<file path="config.mk">
export PLATFORM = sky130hd
export DESIGN_NAME = fault_capture
export DESIGN_NICKNAME = d
export VERILOG_FILES = /design/src/rtl/fault_capture_pkg.sv /design/src/rtl/fault_sync.sv /design/src/rtl/fault_filter.sv /design/src/rtl/fault_edge.sv /design/src/rtl/fault_capture.sv
export SDC_FILE = /design/constraint.sdc
export NUM_CORES = 1
export LEC_CHECK = 0
export BUFFER_PORTS_ARGS = -buffer_cell sky130_fd_sc_hd__buf_2
export CAP_MARGIN = 10
export CORE_AREA = 2 2 39 41
export CTS_BUF_LIST = sky130_fd_sc_hd__clkbuf_16
export DETAILED_ROUTE_END_ITERATION = 7
export DIE_AREA = 0 0 41 43
export GPL_TIMING_DRIVEN = 0
export PLACE_DENSITY = 0.45
export SETUP_SLACK_MARGIN = 0.2
export SLEW_MARGIN = 20
export SYNTH_ARGS = -nofsm -noshare
export SYNTH_HDL_FRONTEND = slang
export SYNTH_SLANG_ARGS = --single-unit
</file>
<file path="constraint.sdc">
create_clock -name clk_i -period 1.6 [get_ports clk_i]
set_input_delay 0.24 -clock clk_i [delete_from_list [all_inputs] [get_ports clk_i]]
set_output_delay 0.24 -clock clk_i [all_outputs]
set_load 0.005 [all_outputs]
</file>
<file path="src/rtl/fault_capture_pkg.sv">
package fault_capture_pkg;
  typedef enum logic {SRC_PIN = 1'b0, SRC_CMP = 1'b1} fault_src_e;
  typedef enum logic {EDGE_FALL = 1'b0, EDGE_RISE = 1'b1} fault_edge_e;
endpackage

</file>
<file path="src/rtl/fault_sync.sv">
module fault_sync #(
  parameter int STAGES = 2
) (
  input  logic clk_i,
  input  logic rst_ni,
  input  logic din_i,
  output logic dout_o
);
  logic [STAGES-1:0] sr_q;
  logic [STAGES-1:0] sr_d;

  generate
    if (STAGES == 1) begin : g_one
      always_comb sr_d = din_i;
    end else begin : g_many
      always_comb sr_d = {sr_q[STAGES-2:0], din_i};
    end
  endgenerate

  always_ff @(posedge clk_i or negedge rst_ni) begin
    if (!rst_ni) sr_q <= '0;
    else         sr_q <= sr_d;
  end

  assign dout_o = sr_q[STAGES-1];
endmodule

</file>
<file path="src/rtl/fault_filter.sv">
module fault_filter #(
  parameter int LEN = 4
) (
  input  logic clk_i,
  input  logic rst_ni,
  input  logic en_i,
  input  logic din_i,
  output logic dout_o
);
  localparam int CNT_W = (LEN > 1) ? $clog2(LEN) : 1;
  localparam logic [CNT_W-1:0] LAST = CNT_W'(LEN - 1);

  logic             lvl_q, lvl_d;
  logic [CNT_W-1:0] cnt_q, cnt_d;

  always_comb begin
    lvl_d = lvl_q;
    cnt_d = cnt_q;
    if (!en_i) begin
      lvl_d = din_i;
      cnt_d = '0;
    end else if (din_i == lvl_q) begin
      cnt_d = '0;
    end else if (cnt_q == LAST) begin
      lvl_d = din_i;
      cnt_d = '0;
    end else begin
      cnt_d = cnt_q + 1'b1;
    end
  end

  always_ff @(posedge clk_i or negedge rst_ni) begin
    if (!rst_ni) begin
      lvl_q <= 1'b0;
      cnt_q <= '0;
    end else begin
      lvl_q <= lvl_d;
      cnt_q <= cnt_d;
    end
  end

  assign dout_o = en_i ? lvl_q : din_i;

  assert_filter_hold_R4: assert property (@(posedge clk_i) disable iff (!rst_ni)
    (en_i && cnt_q != LAST) |=> $stable(lvl_q));
  assert_filter_restart_R4: assert property (@(posedge clk_i) disable iff (!rst_ni)
    (en_i && din_i == lvl_q) |=> (cnt_q == '0));
endmodule

</file>
<file path="src/rtl/fault_edge.sv">
module fault_edge
  import fault_capture_pkg::*;
(
  input  logic clk_i,
  input  logic rst_ni,
  input  logic lvl_i,
  input  logic rise_sel_i,
  output logic hit_o
);
  logic prev_q;
  logic rise, fall;

  always_ff @(posedge clk_i or negedge rst_ni) begin
    if (!rst_ni) prev_q <= 1'b0;
    else         prev_q <= lvl_i;
  end

  always_comb begin
    rise  = lvl_i & ~prev_q;
    fall  = ~lvl_i & prev_q;
    hit_o = (fault_edge_e'(rise_sel_i) == EDGE_RISE) ? rise : fall;
  end

  assert_edge_dir_R5: assert property (@(posedge clk_i) disable iff (!rst_ni)
    hit_o |=> (prev_q == rise_sel_i));
endmodule

</file>
<file path="src/rtl/fault_capture.sv">
module fault_capture
  import fault_capture_pkg::*;
#(
  parameter int SYNC_STAGES = 2,
  parameter int FILT_LEN    = 4
) (
  input  logic clk_i,
  input  logic rst_ni,
  input  logic fault_pin_i,
  input  logic cmp_out_i,
  input  logic src_cmp_i,
  input  logic filt_en_i,
  input  logic edge_rise_i,
  input  logic flag_wr_i,
  input  logic flag_wdata_i,
  input  logic int_ack_i,
  input  logic gie_i,
  input  logic fault_ie_i,
  output logic fault_flag_o,
  output logic irq_o
);
  logic src_lvl, sync_lvl, filt_lvl, edge_hit;
  logic clr_pend_q, clr_pend_d;
  logic flag_q, flag_d;

  always_comb src_lvl = (fault_src_e'(src_cmp_i) == SRC_CMP) ? cmp_out_i : fault_pin_i;

  fault_sync #(.STAGES(SYNC_STAGES)) u_sync (
    .clk_i(clk_i), .rst_ni(rst_ni), .din_i(src_lvl), .dout_o(sync_lvl));

  fault_filter #(.LEN(FILT_LEN)) u_filt (
    .clk_i(clk_i), .rst_ni(rst_ni), .en_i(filt_en_i), .din_i(sync_lvl), .dout_o(filt_lvl));

  fault_edge u_edge (
    .clk_i(clk_i), .rst_ni(rst_ni), .lvl_i(filt_lvl), .rise_sel_i(edge_rise_i), .hit_o(edge_hit));

  always_comb begin
    clr_pend_d = flag_wr_i & flag_wdata_i;
    flag_d     = flag_q;
    if (edge_hit)                     flag_d = 1'b1;
    else if (clr_pend_q || int_ack_i) flag_d = 1'b0;
  end

  always_ff @(posedge clk_i or negedge rst_ni) begin
    if (!rst_ni) begin
      clr_pend_q <= 1'b0;
      flag_q     <= 1'b0;
    end else begin
      clr_pend_q <= clr_pend_d;
      flag_q     <= flag_d;
    end
  end

  assign fault_flag_o = flag_q;
  assign irq_o        = gie_i & fault_ie_i & flag_q;

  assert_flag_sticky_R6: assert property (@(posedge clk_i) disable iff (!rst_ni)
    (fault_flag_o && !clr_pend_q && !int_ack_i) |=> fault_flag_o);
  assert_ack_clears_R9: assert property (@(posedge clk_i) disable iff (!rst_ni)
    (int_ack_i && !edge_hit) |=> !fault_flag_o);
  assert_set_wins_R10: assert property (@(posedge clk_i) disable iff (!rst_ni)
    edge_hit |=> fault_flag_o);
  assert_clear_pending_R7: assert property (@(posedge clk_i) disable iff (!rst_ni)
    (clr_pend_q && !edge_hit) |=> !fault_flag_o);
  assert_zero_write_R8: assert property (@(posedge clk_i) disable iff (!rst_ni)
    (flag_wr_i && !flag_wdata_i && !int_ack_i && !edge_hit && !clr_pend_q && fault_flag_o)
      |=> fault_flag_o);
endmodule

</file>
==> summary.md <==
Clock skew on the completed layout was measured at 0.00162 ns. The biggest area consumer among synthesized cells is dfrtp_1. In the layout the commonest cells are buf_2 (13), dfrtp_1 (8), clkbuf_16 (3). The tools report the number of rows in the core area as 14. Setup repair after global routing left no endpoint under its margin. The mean number of vias per cell is 3.88. The count of nets left with antenna violations once routing finished came out at 0.

The detailed router placed 221 vias in this run. The sequential cells in the finished layout cover a total of 200 um^2. The worst setup path is captured at a flip-flop. The tools report the clock sink total as 8. Cell internal power was estimated by the tool at 0.000591 W.

Counting along the longest clock path gives a buffer depth of 2. The run gives 0 as the global route total overflow. In this run the worst hold path is classified as in -> reg. The run gives 0 as the hold violation total from the final report. The run finished with clean final reports. Timing would allow up to 0.834 GHz.

The root cell of the clock tree was clkbuf_16. The first global-routing pass estimated 1.00 mm of wire. The tools report the largest net degree at the start of global routing as 9. The total nets after synthesis was 37. The startpoint of the lowest-slack register-to-register path was u_filt.cnt_q[0]$_DFF_PN0_. Routed wire length per instance: 10.4 um. Data on the critical path is required at its endpoint by 1.71 ns.

The tools report the launching element of the worst setup path as u_filt.cnt_q[0]$_DFF_PN0_. The most common cell after layout, fill and taps aside is buf_2. The tools report the number of global-route vias before repair as 241.

Dividing the synthesized area by the synthesized cell count gives 14.0 um^2. The number of different library cells used by synthesis comes to 14. The synthesized design contains 8 register bits. Post-route clock period utilization: 74.9%. From synthesis to final layout, the design area changed by 50.6%. The critical path class is reg -> reg. Along the worst path, the maximum fanout reaches 2. For the total iterations of the first detailed-routing run, the log shows 1. TritonCTS built the clock tree. After detailed routing, the total wire length is 595 um. 14 I/O pins were placed. The count of buffers added on input and output ports is 13. The net load switching power is 0.000130 W, and the proportion of layout cells with a drive suffix above 1 is 56.1%.

After technology mapping, the gate count stands at 24. For this block, the initial DRC count from the detailed router was 0. The finished cells cover 507 um^2. The y dimension of the die is 43 um, and the number of setup violations in the final report is 0. STA classifies the critical path startpoint as a flip-flop.

The full die area came out at 0.00176 mm^2. The slack of the critical path was 0.401 ns; the final-report max-slew violation count was 0. VDD sags by at most 702 uV. The number of design rule violations left after detail routing was 0. The worst hold path startpoint was flag_wdata_i. The clock-pin slew on the worst setup and hold paths came out at 0.04 ns.

Yosys attributes the largest share of cell area to dfrtp_1 (59%), mux2_4 (8.9%), ha_1 (3.7%), o211ai_2 (3.7%), mux2_2 (3.3%). Net switching is 18.0% of the power. Of the synthesized area, sequential elements account for 59.5%. The clock reaches the later pin of the worst-skew pair after 0.23 ns. The cell area that synthesis handed to floorplanning was 337 um^2. Combinational logic is responsible for 10.0% of the overall power. The number of nets in the final layout was 56; the final RePlAce weighted congestion was 0.661. The run gives 0 as the reported max-cap violation count. Number of synthesis warnings: 0. The fraction of power consumed by the clock network came out at 56.8%. The logs give 1 for the number of H-tree branching levels and 0 for the number of antenna cells inserted.

After routing, the total negative slack on setup checks comes to 0 ns. The share of Yosys cell area claimed by the top area cell type was 59.5%; the global-route usage over all layers was 9.05%. In this run the tightest slew margin relative to its limit is 87.9%.

For the worst setup path, the data arrival time is 1.31 ns. In this run the power density over the cells is 1420 mW/mm^2. For this design the static power due to leakage is 0.268 nW. The number of CTS-inserted buffers is 3. The smallest clock period supported by the final layout is computed as 1.20 ns. The die outline width is 41 um, and the total chip power is 0.000720 W. The filler cells instantiated in the layout total 129.

For the worst hold-check slack, the log shows 0.222 ns. The minimum setup slack after placement came out at 0.413 ns. The standard cell area after detailed placement is 422 um^2, and the sequential share of power is 33.3%. The initial antenna violation count came out at 0. Once the floorplan was initialized, standard cells occupied 24.3% of the core. The tools report the core footprint as 0.00138 mm^2. The area occupied by multi-input gates is 136 um^2, and the transition time at the pin with the least slew margin is 0.181 ns.
registers in the layout (all words and copies together) (netlist names):
| signal | cells |
|---|---|
| u_filt.cnt_q | 2 |
| u_sync.sr_q | 2 |
| clr_pend_q | 1 |
| u_filt.lvl_q | 1 |
| u_edge.prev_q | 1 |
| fault_flag_o | 1 |
timing repair:
| item | 4_1_cts | 5_1_grt |
|---|---|---|
| setup buffers | 0 | 0 |
| hold buffers | 1 | 0 |
| resized for setup | 0 | 0 |
| hold endpoints to repair | 8 | 0 |
per-stage QoR:
| stage | util, % | cells |
|---|---|---|
| after floorplan | - | 24 |
| after CTS | 36.6 | 57 |
| after global routing | 36.6 | 57 |
| after global placement | 30.5 | 53 |
| after detailed placement | 30.5 | 53 |
| final | 36.6 | 57 |
power groups by stage:
stage	logic (W)	registers, W	clock network (W)
2_1_floorplan	0.0000411	0.000240	0
3_3_place_gp	0.0000684	0.000241	0
3_5_place_dp	0.0000712	0.000242	0
4_1_cts	0.0000737	0.000239	0.000421
5_1_grt	0.0000822	0.000242	0.000435
6_report	0.0000718	0.000240	0.000409
metal layers:
| layer | GRT usage (%) | share of wire, % |
|---|---|---|
| met1 | 11.1 | 42 |
| met2 | 11.9 | 53 |
| met3 | 3.14 | 5.4 |
| met4 | 8.00 | 0 |
| met5 | 0 | 0 |
synth_stat cells:
cell	count
dfrtp_1	8
mux2_2	1
ha_1	1
xor2_1	1
mux2_4	2
o211ai_2	1
and2_1	1
nand2b_1	1
nand3b_2	1
and3_1	1
nor2_1	2
and3_2	1
and2b_2	1
nand2_1	2
critical path, cell delays in order, from the launching register on:
cell     delay, ns
dfrtp_1       0.37
ha_1          0.19
and2b_2       0.22
mux2_4        0.29
logic make-up after synthesis:
kind of cell / synth area share [%]
AND/OR/NAND/NOR: 18.2
flip-flops: 59.5
XOR/XNOR: 2.60
adder cells (fa/ha/maj): 3.72
multiplexers: 12.3
AO/OA/AOI/OAI: 3.72
path summary, 6_finish.rpt:
path	cells after the start	endpoint	slack [ns]
worst max register to register	3	u_filt.lvl_q$_DFFE_PN0P_	0.40
min in group asynchronous	2	u_sync.sr_q[1]$_DFF_PN0_	0.38
worst max-delay path	3	u_filt.lvl_q$_DFFE_PN0P_	0.40
worst min-delay path	2	clr_pend_q$_DFF_PN0_	0.22
max in group asynchronous	2	u_edge.prev_q$_DFF_PN0_	1.05
worst min register to register	0	u_sync.sr_q[1]$_DFF_PN0_	0.35
cell type report:
type,instances,area share [%]
sequential,8,39.5
multi-input combinational,16,26.9
clock buffer,3,14.8
timing repair buffer,14,14.8
tap,16,3.95
Power figures use the tool's default switching activity.
